--- src/rtl/seq_pkg.sv ---
package seq_pkg;
  typedef enum logic [1:0] {
    ST_OFF  = 2'd0,
    ST_WAIT = 2'd1,
    ST_INIT = 2'd2,
    ST_RUN  = 2'd3
  } seq_state_t;
endpackage

--- src/rtl/frame_edge_det.sv ---
module frame_edge_det (
  input  logic clk,
  input  logic rst_n,
  input  logic frame_clk,
  input  logic i2s_fmt,
  output logic rise,
  output logic act
);
  logic fc_q;
  logic fall;

  always_ff @(posedge clk or negedge rst_n) begin
    if (!rst_n) fc_q <= 1'b0;
    else        fc_q <= frame_clk;
  end

  always_comb begin
    rise = frame_clk & ~fc_q;
    fall = ~frame_clk & fc_q;
    act  = i2s_fmt ? fall : rise;
  end

  // an active tick only on a real level change of the chosen polarity
  AST_ACT_ON_EDGE: assert property (@(posedge clk) disable iff (!rst_n)
    act |-> (frame_clk != $past(frame_clk)) && (frame_clk == !i2s_fmt));
endmodule

--- src/rtl/phase_watch.sv ---
module phase_watch #(
  parameter int RATIO = 256
) (
  input  logic clk,
  input  logic rst_n,
  input  logic run,
  input  logic rise,
  output logic loss
);
  localparam int PW = $clog2(RATIO * 2 + 4);
  localparam logic [PW-1:0] PMAX = {PW{1'b1}};
  localparam logic [PW:0]   HI   = (PW+1)'(RATIO + 1);
  localparam logic [PW:0]   LO   = (PW+1)'(RATIO - 1);

  logic [PW-1:0] pcnt_q, pcnt_d;
  logic          have_q, have_d;
  logic          bad_q, bad_d;
  logic [PW:0]   meas;
  logic          off;

  always_comb begin
    meas   = {1'b0, pcnt_q} + 1'b1;
    off    = (meas > HI) || (meas < LO);
    loss   = run & rise & have_q & off & bad_q;
    pcnt_d = pcnt_q;
    have_d = have_q;
    bad_d  = bad_q;
    if (!run) begin
      pcnt_d = '0;
      have_d = 1'b0;
      bad_d  = 1'b0;
    end else if (rise) begin
      pcnt_d = '0;
      have_d = 1'b1;
      if (have_q) bad_d = off & ~bad_q;
    end else if (pcnt_q != PMAX) begin
      pcnt_d = pcnt_q + 1'b1;
    end
  end

  always_ff @(posedge clk or negedge rst_n) begin
    if (!rst_n) begin
      pcnt_q <= '0;
      have_q <= 1'b0;
      bad_q  <= 1'b0;
    end else begin
      pcnt_q <= pcnt_d;
      have_q <= have_d;
      bad_q  <= bad_d;
    end
  end

  // every measured rise restarts the period count
  AST_PERIOD_RESTART: assert property (@(posedge clk) disable iff (!rst_n)
    $past(rise) && $past(run) |-> pcnt_q == '0);
endmodule

--- src/rtl/startup_fsm.sv ---
module startup_fsm
  import seq_pkg::*;
#(
  parameter int CNT_W       = 10,
  parameter int MASTER_INIT = 516,
  parameter int SLAVE_INIT  = 517,
  parameter int OVF_BLANK   = 516
) (
  input  logic             clk,
  input  logic             rst_n,
  input  logic             power_on,
  input  logic             master_mode,
  input  logic             act,
  input  logic             loss,
  output seq_state_t       st_q,
  output logic             ovf_en
);
  localparam logic [CNT_W-1:0] M_TGT = CNT_W'(MASTER_INIT);
  localparam logic [CNT_W-1:0] S_TGT = CNT_W'(SLAVE_INIT);
  localparam logic [CNT_W-1:0] BLANK = CNT_W'(OVF_BLANK);

  seq_state_t       st_d;
  logic [CNT_W-1:0] cnt_q, cnt_d, cnt_inc, tgt;
  logic             cnt_en;

  always_comb begin
    tgt     = master_mode ? M_TGT : S_TGT;
    cnt_inc = cnt_q + 1'b1;
    st_d    = st_q;
    cnt_d   = cnt_q;
    cnt_en  = 1'b0;
    if (!power_on) begin
      st_d   = ST_OFF;
      cnt_d  = '0;
      cnt_en = 1'b1;
    end else if (st_q == ST_OFF) begin
      st_d = ST_WAIT;
    end else if (loss) begin
      st_d   = ST_WAIT;
      cnt_d  = '0;
      cnt_en = 1'b1;
    end else if (act) begin
      case (st_q)
        ST_WAIT: begin
          st_d   = ST_INIT;
          cnt_d  = '0;
          cnt_en = 1'b1;
        end
        ST_INIT: begin
          cnt_d  = cnt_inc;
          cnt_en = 1'b1;
          if (cnt_inc == tgt) st_d = ST_RUN;
        end
        default: ;
      endcase
    end
    ovf_en = (st_q == ST_RUN) | ((st_q == ST_INIT) & (cnt_q >= BLANK));
  end

  always_ff @(posedge clk or negedge rst_n) begin
    if (!rst_n) st_q <= ST_OFF;
    else        st_q <= st_d;
  end

  always_ff @(posedge clk or negedge rst_n) begin
    if (!rst_n)      cnt_q <= '0;
    else if (cnt_en) cnt_q <= cnt_d;
  end

  AST_INIT_HOLD: assert property (@(posedge clk) disable iff (!rst_n)
    (st_q == ST_INIT) && ($past(st_q) == ST_INIT) && !$past(act) |-> $stable(cnt_q));
  AST_RUN_MASTER_COUNT: assert property (@(posedge clk) disable iff (!rst_n)
    (st_q == ST_RUN) && ($past(st_q) != ST_RUN) && $past(master_mode)
      |-> $past(act) && ($past(cnt_q) + 1'b1 == M_TGT));
  AST_RUN_SLAVE_COUNT: assert property (@(posedge clk) disable iff (!rst_n)
    (st_q == ST_RUN) && ($past(st_q) != ST_RUN) && !$past(master_mode)
      |-> $past(act) && ($past(cnt_q) + 1'b1 == S_TGT));
  AST_FIRST_EDGE_ZERO: assert property (@(posedge clk) disable iff (!rst_n)
    (st_q == ST_INIT) && ($past(st_q) == ST_WAIT) |-> (cnt_q == '0) && $past(act));
endmodule

--- src/rtl/ovf_align.sv ---
module ovf_align #(
  parameter int DEPTH = 43
) (
  input  logic clk,
  input  logic rst_n,
  input  logic clr,
  input  logic act,
  input  logic hit_l,
  input  logic hit_r,
  input  logic en,
  output logic flag
);
  logic             sticky_q, sticky_d;
  logic [DEPTH-1:0] pipe_q, pipe_d, pipe_sh;
  logic             hit;

  always_comb hit = hit_l | hit_r;

  generate
    if (DEPTH == 1) begin : g_one
      always_comb pipe_sh = sticky_q | hit;
    end else begin : g_many
      always_comb pipe_sh = {pipe_q[DEPTH-2:0], sticky_q | hit};
    end
  endgenerate

  always_comb begin
    sticky_d = sticky_q;
    pipe_d   = pipe_q;
    if (clr) begin
      sticky_d = 1'b0;
      pipe_d   = '0;
    end else if (act) begin
      sticky_d = 1'b0;
      pipe_d   = pipe_sh;
    end else begin
      sticky_d = sticky_q | hit;
    end
    flag = en & pipe_q[DEPTH-1];
  end

  always_ff @(posedge clk or negedge rst_n) begin
    if (!rst_n) begin
      sticky_q <= 1'b0;
      pipe_q   <= '0;
    end else begin
      sticky_q <= sticky_d;
      pipe_q   <= pipe_d;
    end
  end

  AST_PIPE_ON_TICK: assert property (@(posedge clk) disable iff (!rst_n)
    !$past(act) && !$past(clr) |-> $stable(pipe_q));
endmodule

--- src/rtl/conv_pwr_seq.sv ---
module conv_pwr_seq
  import seq_pkg::*;
#(
  parameter int FRAME_RATIO = 256,
  parameter int OVF_DELAY   = 43,
  parameter int CNT_W       = 10,
  parameter int MASTER_INIT = 516,
  parameter int SLAVE_INIT  = 517,
  parameter int OVF_BLANK   = 516
) (
  input  logic clk,
  input  logic rst_n,
  input  logic power_on,
  input  logic frame_clk,
  input  logic master_mode,
  input  logic i2s_fmt,
  input  logic ovf_left,
  input  logic ovf_right,
  output logic zero_force,
  output logic if_enable,
  output logic filt_rst,
  output logic ovf_flag
);
  logic       rise, act, loss, ovf_en;
  seq_state_t st;

  frame_edge_det u_edge (
    .clk      (clk),
    .rst_n    (rst_n),
    .frame_clk(frame_clk),
    .i2s_fmt  (i2s_fmt),
    .rise     (rise),
    .act      (act)
  );

  phase_watch #(.RATIO(FRAME_RATIO)) u_phase (
    .clk  (clk),
    .rst_n(rst_n),
    .run  (power_on),
    .rise (rise),
    .loss (loss)
  );

  startup_fsm #(
    .CNT_W      (CNT_W),
    .MASTER_INIT(MASTER_INIT),
    .SLAVE_INIT (SLAVE_INIT),
    .OVF_BLANK  (OVF_BLANK)
  ) u_fsm (
    .clk        (clk),
    .rst_n      (rst_n),
    .power_on   (power_on),
    .master_mode(master_mode),
    .act        (act),
    .loss       (loss),
    .st_q       (st),
    .ovf_en     (ovf_en)
  );

  always_comb begin
    zero_force = (st != ST_RUN);
    if_enable  = (st != ST_OFF);
    filt_rst   = (st == ST_OFF) || (st == ST_WAIT);
  end

  ovf_align #(.DEPTH(OVF_DELAY)) u_ovf (
    .clk  (clk),
    .rst_n(rst_n),
    .clr  (filt_rst),
    .act  (act),
    .hit_l(ovf_left),
    .hit_r(ovf_right),
    .en   (ovf_en),
    .flag (ovf_flag)
  );

  AST_PDN_QUIET: assert property (@(posedge clk) disable iff (!rst_n)
    !power_on |=> filt_rst && zero_force && !if_enable && !ovf_flag);
  AST_IF_UP: assert property (@(posedge clk) disable iff (!rst_n)
    $rose(power_on) |=> if_enable);
  AST_LOSS_RESTART: assert property (@(posedge clk) disable iff (!rst_n)
    loss && power_on && (st != ST_OFF) |=> filt_rst && zero_force);
  AST_NO_OVF_IN_RESET: assert property (@(posedge clk) disable iff (!rst_n)
    ovf_flag |-> !filt_rst && if_enable);
endmodule

--- config.mk ---
export PLATFORM = sky130hd
export DESIGN_NAME = conv_pwr_seq
export DESIGN_NICKNAME = d
export VERILOG_FILES = /design/src/rtl/seq_pkg.sv /design/src/rtl/frame_edge_det.sv /design/src/rtl/phase_watch.sv /design/src/rtl/startup_fsm.sv /design/src/rtl/ovf_align.sv /design/src/rtl/conv_pwr_seq.sv
export SDC_FILE = /design/constraint.sdc
export NUM_CORES = 1
export LEC_CHECK = 0
export BUFFER_PORTS_ARGS = -buffer_cell sky130_fd_sc_hd__buf_2
export CAP_MARGIN = 20
export CORE_UTILIZATION = 55
export DETAILED_ROUTE_END_ITERATION = 10
export GPL_TIMING_DRIVEN = 1
export MAX_ROUTING_LAYER = met4
export PLACE_DENSITY = 0.71
export SLEW_MARGIN = 20
export SYNTH_ARGS = -nofsm -noshare
export SYNTH_HDL_FRONTEND = slang
export SYNTH_SLANG_ARGS = --single-unit
--- constraint.sdc ---
create_clock -name clk -period 3.3 [get_ports clk]
set_input_delay 0.66 -clock clk [delete_from_list [all_inputs] [get_ports clk]]
set_output_delay 0.66 -clock clk [all_outputs]
set_load 0.005 [all_outputs]
-- Word-level counts from Yosys, hierarchy flattened
Index checks and enable logic that the tools add are counted.
- add/subtract/negate cells: 3
- order comparisons: 3
- eq/ne operators: 15
- muxes and demuxes: 30
- bitwise operators: 15
- reduce and logical (&&, ||, !) cells: 9
- operator list (kind ; count):
    43-bit two-way mux ; 2
    10-bit two-way mux ; 7
    10-bit by 1-bit adder with 10-bit output, second input constant ; 2
    10-bit one-hot mux with 2 select lines ; 1
    1-bit two-way mux ; 14
    10-bit by 1-bit adder with 11-bit output, second input constant ; 1
    11-bit by 9-bit greater-than comparator with 1-bit output, second input constant ; 1
    11-bit by 8-bit less-than comparator with 1-bit output, second input constant ; 1
    10-bit == test ; 1
    10-bit greater-or-equal comparator, second input constant ; 1
    2-bit two-way mux ; 5
    10-bit != test, second input constant ; 1
    1-bit AND ; 9
    4-bit by 1-bit != test with 1-bit output, second input constant ; 2
    3-bit by 1-bit != test with 1-bit output, second input constant ; 2
    5-bit by 1-bit != test with 1-bit output, second input constant ; 1
    5-bit by 4-bit != test with 1-bit output, second input constant ; 1
    2-bit == test, second input constant ; 2
    2-bit by 1-bit != test with 1-bit output, second input constant ; 2
    2-bit != test, second input constant ; 2
    2-bit one-hot mux with 2 select lines ; 1
    4-bit AND reduction ; 1
    2-bit nonzero test ; 2
    1-bit NOT ; 3
    7 further kinds ; 10
- register bits: 69
- bits of input ports: 8
- output and inout port bits: 4
- logic and storage cells: 83

-- Longest topological paths before layout
Gate-level depths: netlist (run 1).
- depth after elaboration: 10
- gate-level depth with buffers: 9
- depth with buffers taken out: 9

-- Modules after synthesis
A second synthesis (run 1) with hierarchy kept.
- cells, all modules: 347
- area total of the unflattened synthesis: 3631.0 µm²
- modules (own cells, without submodules) (module ; instances ; cells each ; area each (µm²) ; seq. area each (µm²)):
    ovf_align ; 1 ; 143 ; 1826.8 ; 1101.1
    startup_fsm ; 1 ; 112 ; 919.6 ; 300.3
    phase_watch ; 1 ; 85 ; 810.8 ; 300.3
    frame_edge_det ; 1 ; 4 ; 60.1 ; 25.0
    conv_pwr_seq ; 1 ; 3 ; 13.8 ; 0.0

-- Worst setup path after synthesis (run 1)
OpenSTA, ideal clock, no wires.
- path kind: reg-to-reg
- start: register u_phase.pcnt_q[0]
- end: register u_fsm.cnt_q[7]
- library setup time: 0.101 ns
- arrival: 2.236 ns
- required time: 3.199 ns
- path slack: 0.964 ns
- cell stages (with the launch flop): 8
- buffers on the path: 0
- cells stage by stage: dfrtp_1 > ha_1 > and3_1 > o311ai_0 > a21oi_2 > nor4b_4 > nand4_4 > o311ai_2
- word-level cells in the longest chain between the ends: 9
- RTL lines (element ; line ; source):
    start: declaration ; phase_watch.sv:15 ; logic [PW-1:0] pcnt_q, pcnt_d;
    start signal: assignment ; phase_watch.sv:47 ; pcnt_q <= pcnt_d;
    10-bit by 1-bit adder with 11-bit output (*) ; phase_watch.sv:22 ; meas = {1'b0, pcnt_q} + 1'b1;
    11-bit by 9-bit greater-than comparator with 1-bit output or 11-bit by 8-bit less-than comparator with 1-bit output (tied branches) ; phase_watch.sv:23 ; off = (meas > HI) || (meas < LO);
    1-bit logical OR (*) ; phase_watch.sv:23 ;
    1-bit AND (*) (2 in a row) ; phase_watch.sv:24 ; loss = run & rise & have_q & off & bad_q;
    1-bit two-way mux ; startup_fsm.sv:38 ; end else if (loss) begin
    1-bit two-way mux ; startup_fsm.sv:36 ; end else if (st_q == ST_OFF) begin
    1-bit two-way mux ; startup_fsm.sv:32 ; if (!power_on) begin
    4-bit AND reduction (no source line) ; n/a ;
    end signal: assignment ; startup_fsm.sv:67 ; else if (cnt_en) cnt_q <= cnt_d;
    end: declaration ; startup_fsm.sv:23 ; logic [CNT_W-1:0] cnt_q, cnt_d, cnt_inc, tgt;
Every way passes the cells marked *; elsewhere a longest branch is shown, timed or not. The select of a mux whose other input is x is not followed.
A chain may end at the register's enable or synchronous reset.

-- Worst setup path in the final report (run 1)
Ends and elaborated chain as after synthesis.

==> results of run 1 <==
==> final timing paths <==
kind                                   startpoint           endpoint  slack (ns)  cells past startpoint
worst max-delay path            u_phase.pcnt_q[0]     u_fsm.cnt_q[7]        0.57                      7
min in group clk                        frame_clk        u_edge.fc_q        0.50                      1
worst max register to register  u_phase.pcnt_q[0]     u_fsm.cnt_q[7]        0.57                      7
max in group asynchronous                   rst_n   u_ovf.pipe_q[38]        2.23                      2
worst min-delay path                        rst_n  u_phase.pcnt_q[5]        0.27                      1
worst min register to register    u_ovf.pipe_q[1]    u_ovf.pipe_q[1]        0.52                      2
==> layout by cell type (no fill, tap or decap), types with 6 or more instances in the layout <==
cell      count
nand4_1       7
ha_1          8
nand3_1      15
nor2_1       12
or3_1         6
buf_2        11
dfrtp_1      69
xnor2_1       6
a21oi_1      52
nand2_1     111
clkbuf_8     10
nor3_1        6
inv_1        17
o211ai_1      7
==> routing by layer <==
layer / GRT usage [%] / wire length [um]
met1: 29.55 / 3116
met2: 38.43 / 3365
met3: 4.505 / 244
met4: 10.35 / 113
met5: - / 0
==> flip-flops by register name, summed over array words and instances, names as in the netlist <==
name,count
u_phase.bad_q,1
u_fsm.cnt_q,10
u_ovf.sticky_q,1
u_phase.pcnt_q,10
u_ovf.pipe_q,43
u_edge.fc_q,1
u_fsm.st_q,2
u_phase.have_q,1
==> through the flow <==
step	utilization, %	std cells	area [um^2]	power (uW)	setup slack, ns
2_1_floorplan	-	403	3543	1003	0.9636
3_3_place_gp	60.10	470	3642	1063	0.7242
3_5_place_dp	60.10	470	3642	1067	0.6271
4_1_cts	63.36	485	3840	1764	0.5989
5_1_grt	63.36	485	3840	1818	0.3918
6_report	63.36	485	3840	1741	0.5701
==> worst reg2reg max path: cells and delay by family, from the launching register on <==
family | cells | cell delay [ns]
flip-flops | 1 | 0.45
AO/OA/AOI/OAI | 4 | 1.54
adder cells (fa/ha/maj) | 1 | 0.27
AND/OR/NAND/NOR | 2 | 0.35
==> area by class of cell <==
| class | count | area share, % |
|---|---|---|
| Clock inverter | 5 | 1.564 |
| Timing Repair Buffer | 16 | 2.411 |
| Clock buffer | 10 | 3.584 |
| Inverter | 17 | 1.662 |
| Tap cell | 75 | 2.444 |
| Multi-Input combinational cell | 293 | 43.37 |
| Sequential cell | 69 | 44.97 |
==> power groups by stage <==
| stage | logic, uW | registers (uW) | clock network [uW] |
|---|---|---|---|
| 6_report | 183 | 865 | 693 |
| 4_1_cts | 186 | 865 | 713 |
| 2_1_floorplan | 124 | 879 | 0 |
| 5_1_grt | 206 | 867 | 746 |
| 3_3_place_gp | 183 | 881 | 0 |
| 3_5_place_dp | 186 | 881 | 0 |
==> logic make-up after synthesis <==
| kind of cell | count (synthesis) | share of synthesized area (%) |
|---|---|---|
| compound gates | 95 | 17.37 |
| flops | 69 | 48.73 |
| simple gates | 180 | 23.91 |
| buf+inv | 41 | 4.661 |
| mux | 1 | 0.2825 |
| fa+ha+maj | 8 | 2.825 |
| xor+xnor | 9 | 2.225 |
==> impl_metrics.json, run 1 <==
{
  "outcome": "completed",
  "startpoint_type": "flip-flop",
  "whs_ns": 0.2698,
  "place_congestion": 0.8210,
  "rows": 28,
  "crit_type": "reg -> reg",
  "grt_setup_unrepaired": "no",
  "cp.arrival_ns": 2.97,
  "numCtsBuffers": 9,
  "postCtsResizedCells": 0,
  "num-nets-final": 422,
  "yosysTopAreaCellShare_pct": 48.73,
  "worstMarginPinSlew_ns": 0.7532,
  "drv_slew": 0,
  "comb_power_share_pct": 10.5,
  "finalHoldViolations": 0,
  "clockBufferDepth": 2,
  "power_switching_uw": 467.8,
  "numPortBuffers": 11,
  "drt-initial-drc-count": 182,
  "io_pins": 12,
  "cts_tree": "yes",
  "hold_buffers": 0,
  "vias": 2785,
  "swShare_pct": 26.87,
  "finalSetupViolations": 0,
  "cts_setup_buffers": 0,
  "clkLatencyLatePin_ns": 0.35,
  "slowest_stage": "o31ai_2",
  "vdd_drop_max_mv": 0.2818,
  "cpLargestDelayFamily": "compound AO/OA/AOI/OAI gates",
  "crit_buf_inv": 0,
  "cts.sinks": 69,
  "root_buffer": "clkbuf_8",
  "grt_pass1_vias": 2709,
  "drt_first_pass_iters": 4,
  "synthFlopType": "dfrtp_1",
  "slowest_delay_ns": 0.72,
  "synth_area_per_cell_um2": 8.793,
  "slew_headroom_pct": 49.48,
  "regArea_um2": 1727,
  "p_int_uw": 1273,
  "synth_fp_nets": 419,
  "power.density_nw_per_um2": 453.4,
  "crit_chain": "ha_1, and3_1, o311ai_0, a21oi_2, o31ai_2, nand2_1, o311ai_2",
  "area_delta_synth_final_pct": 8.369,
  "drv_cap": 0,
  "grt_usage_pct": 23.92,
  "synthTopCellsByArea": "dfrtp_1 49%, nand2_1 12%, a21oi_1 7.3%, ha_1 2.8%, nand3_1 2.1%",
  "grt_pass1_wl_um": 11910,
  "antenna_found_initial": 0,
  "p_leak_uw": 0.001517,
  "fmax_mhz": 366.3,
  "synth.most_common_cell": "nand2_1",
  "finalSetupTns_ns": 0,
  "coreArea_um2": 6061,
  "hpwl_um": 4521,
  "die_area_um2": 6768,
  "postRouteAntennaNets": 0,
  "route.detailed.drc": 0,
  "grt_overflow": 0,
  "yosysSeqAreaShare_pct": 48.73,
  "power_frac_clock_pct": 39.8,
  "finClkSkew_ns": 0.009089,
  "die_w_um": 82.27,
  "worstPathMaxFanout": 10,
  "syn_inst": 403,
  "synthTopCellsByCount": "111 x nand2_1, 69 x dfrtp_1, 52 x a21oi_1",
  "synth-seq-cells": 69,
  "min_period_ns": 2.730,
  "synth_warnings": 0,
  "netlist-cell-type-count": 57,
  "ys_async_sr_fraction_pct": 100.0,
  "hold_path.class": "in -> async",
  "routed_wl_um": 6840,
  "cp-end-kind": "flip-flop",
  "viasPerCell": 5.742,
  "grt_max_degree": 48,
  "synth-edff-count": 0,
  "syn_area_um2": 3543,
  "cts.clk_slew.worst_paths_ns": 0.08,
  "fillers": 530,
  "wire_per_inst_um": 14.10,
  "required_ns": 3.54,
  "initial_core_util_pct": 58.46,
  "drive_gt1_share_pct": 11.22,
  "n_antenna_cell": 0,
  "seqPwrFrac_pct": 49.7,
  "synth_area_leader_cell": "dfrtp_1",
  "cts-htree-levels": 3,
  "multiInputGateArea_um2": 1665,
  "die_y_um": 82.27,
  "period_share_pct": 82.73
}
Power figures use the tool's default switching activity.
==> run 2, diff against run 1 <==
Clock period 3.3 ns to 2.55 ns, I/O delays scaled along.
==> run 2 against run 1 <==
Sequential power increased by 29%. Worst hold slack got worse by 0.10 ns. Setup slack got worse by 0.44 ns. Critical path depth increased by 1. Final area increased by 1.8%. Non-clock buffer count increased by 5. Global-route usage decreased by 0.81 points. First-iteration DRC count increased by 18%. Combinational power increased by 35%. Cell count increased by 1.4%. Critical endpoint unchanged. Largest cell class unchanged.
==> impl_metrics.json, run 2 (synthesis gave the netlist of run 1 again) <==
{
  "routed_wl_um": 6951,
  "comb_power_share_pct": 11.4,
  "p_leak_uw": 0.001527,
  "largest_register_ffs": 43,
  "grt_pass1_vias": 2532,
  "cts.clk_slew.worst_paths_ns": 0.08,
  "coreArea_um2": 6061,
  "regArea_um2": 1732,
  "viasPerCell": 5.821,
  "cp.arrival_ns": 2.67,
  "place_ws_ns": -0.05940,
  "root_buffer": "clkbuf_8",
  "num-nets-final": 428,
  "initial_core_util_pct": 58.46,
  "final_util_pct": 64.51,
  "cts.sinks": 69,
  "antenna_found_initial": 0,
  "fmax_mhz": 413.0,
  "io_pins": 12,
  "wire_per_inst_um": 14.13,
  "clkLatencyLatePin_ns": 0.35,
  "top_register": "u_ovf.pipe_q",
  "power_switching_uw": 633.2,
  "finalHoldViolations": 0,
  "crit_buf_inv": 0,
  "finalSetupViolations": 0,
  "route.detailed.drc": 0,
  "power.density_nw_per_um2": 554.5,
  "cts_tree": "yes",
  "multiInputGateArea_um2": 1704,
  "worst_slack_ns": 0.1286,
  "power_uw": 2168,
  "final_cells": 492,
  "die_y_um": 82.27,
  "p_int_uw": 1535,
  "hpwl_um": 4412,
  "worstPathMaxFanout": 7,
  "drive_gt1_share_pct": 14.15,
  "cpLargestDelayFamily": "simple AND/OR/NAND/NOR gates",
  "most-common-layout-cells": "111 x nand2_1, 65 x dfrtp_1, 52 x a21oi_1",
  "n_antenna_cell": 0,
  "die_w_um": 82.27,
  "die_area_um2": 6768,
  "rows": 28,
  "vdd_drop_max_mv": 0.3890,
  "swShare_pct": 29.21,
  "required_ns": 2.80,
  "hold_path.class": "in -> async",
  "clockBufferDepth": 2,
  "power_frac_clock_pct": 37.0,
  "finClkSkew_ns": 0.01077,
  "grt_usage_pct": 23.10,
  "startpoint_type": "flip-flop",
  "outcome": "completed",
  "min_period_ns": 2.421,
  "cp-end-kind": "flip-flop",
  "grt_max_degree": 48,
  "area_delta_synth_final_pct": 10.35,
  "finalSetupTns_ns": 0,
  "slowest_delay_ns": 0.42,
  "numPortBuffers": 11,
  "drt_first_pass_iters": 4,
  "cts-htree-levels": 3,
  "numCtsBuffers": 9,
  "crit_chain": "ha_2, nand3_2, or3_1, o211ai_2, o22ai_4, nor4b_4, nand4_4, o311ai_2",
  "place_congestion": 0.8538,
  "worstMarginPinSlew_ns": 0.6145,
  "vias": 2864,
  "postRouteAntennaNets": 0,
  "grt_overflow": 0,
  "seqPwrFrac_pct": 51.6,
  "fillers": 538,
  "slew_headroom_pct": 59.03,
  "reg.largest.list": "u_ovf.pipe_q x43, u_fsm.cnt_q x10, u_phase.pcnt_q x10",
  "drv_cap": 0,
  "layout_commonest_cell": "nand2_1",
  "drv_slew": 0,
  "crit_type": "reg -> reg",
  "period_share_pct": 94.96,
  "grt_pass1_wl_um": 11410,
  "dp.cells": 473,
  "drt-initial-drc-count": 215,
  "slowest_stage": "nor4b_4"
}
==> run 2: area by class of cell <==
cell class | count | share of cell area [%]
tap | 75 | 2.400
inverter | 17 | 1.632
clock inverter | 6 | 1.184
timing repair buffer | 21 | 3.648
clock buffer | 10 | 3.264
multi-input combinational | 294 | 43.58
sequential | 69 | 44.29
==> run 2: final timing paths <==
path	start	end	slack [ns]	cells after the start
max	u_phase.pcnt_q[0]	u_fsm.cnt_q[7]	0.13	8
min in group clk	frame_clk	u_edge.fc_q	0.34	1
min	rst_n	u_phase.pcnt_q[6]	0.17	1
max in group asynchronous	rst_n	u_phase.pcnt_q[0]	1.72	2
max reg2reg	u_phase.pcnt_q[0]	u_fsm.cnt_q[7]	0.13	8
min reg2reg	u_ovf.pipe_q[21]	u_ovf.pipe_q[22]	0.52	2
==> run 2: power groups by stage <==
| stage | Sequential (uW) | Combinational (uW) | Clock, uW |
|---|---|---|---|
| global placement | 1140 | 239 | 0 |
| floorplan | 1140 | 160 | 0 |
| CTS | 1120 | 244 | 825 |
| detailed placement | 1140 | 241 | 0 |
| finish | 1120 | 247 | 803 |
| global route | 1120 | 278 | 867 |
==> run 2: metal layers <==
layer / routed length, um / track usage (%)
met5: 0 / -
met4: 104 / 8.947
met1: 3332 / 29.94
met2: 3265 / 36.53
met3: 248 / 3.626
==> run 2: what timing repair did <==
| action | in CTS | in global routing |
|---|---|---|
| pin swaps | 0 | 4 |
| setup endpoints to repair | 9 | 10 |
| hold buffers | 0 | 0 |
| cloned | 0 | 1 |
| endpoints found under the hold margin | 0 | 0 |
| buffers inserted | 0 | 2 |
| resized for setup | 2 | 8 |
==> run 2: through the flow <==
| stage | hold slack [ns] | cell area, um^2 |
|---|---|---|
| 2_1_floorplan | 0.2144 | 3543 |
| 3_3_place_gp | 0.5013 | 3677 |
| 3_5_place_dp | 0.5062 | 3677 |
| 4_1_cts | 0.1827 | 3860 |
| 5_1_grt | 0.2099 | 3910 |
| 6_report | 0.1680 | 3910 |
==> run 2: worst register-to-register path, stage by stage (launching register included) <==
cell	delay, ns
dfrtp_2	0.41
ha_2	0.23
nand3_2	0.10
or3_1	0.34
o211ai_2	0.24
o22ai_4	0.15
nor4b_4	0.42
nand4_4	0.18
o311ai_2	0.25
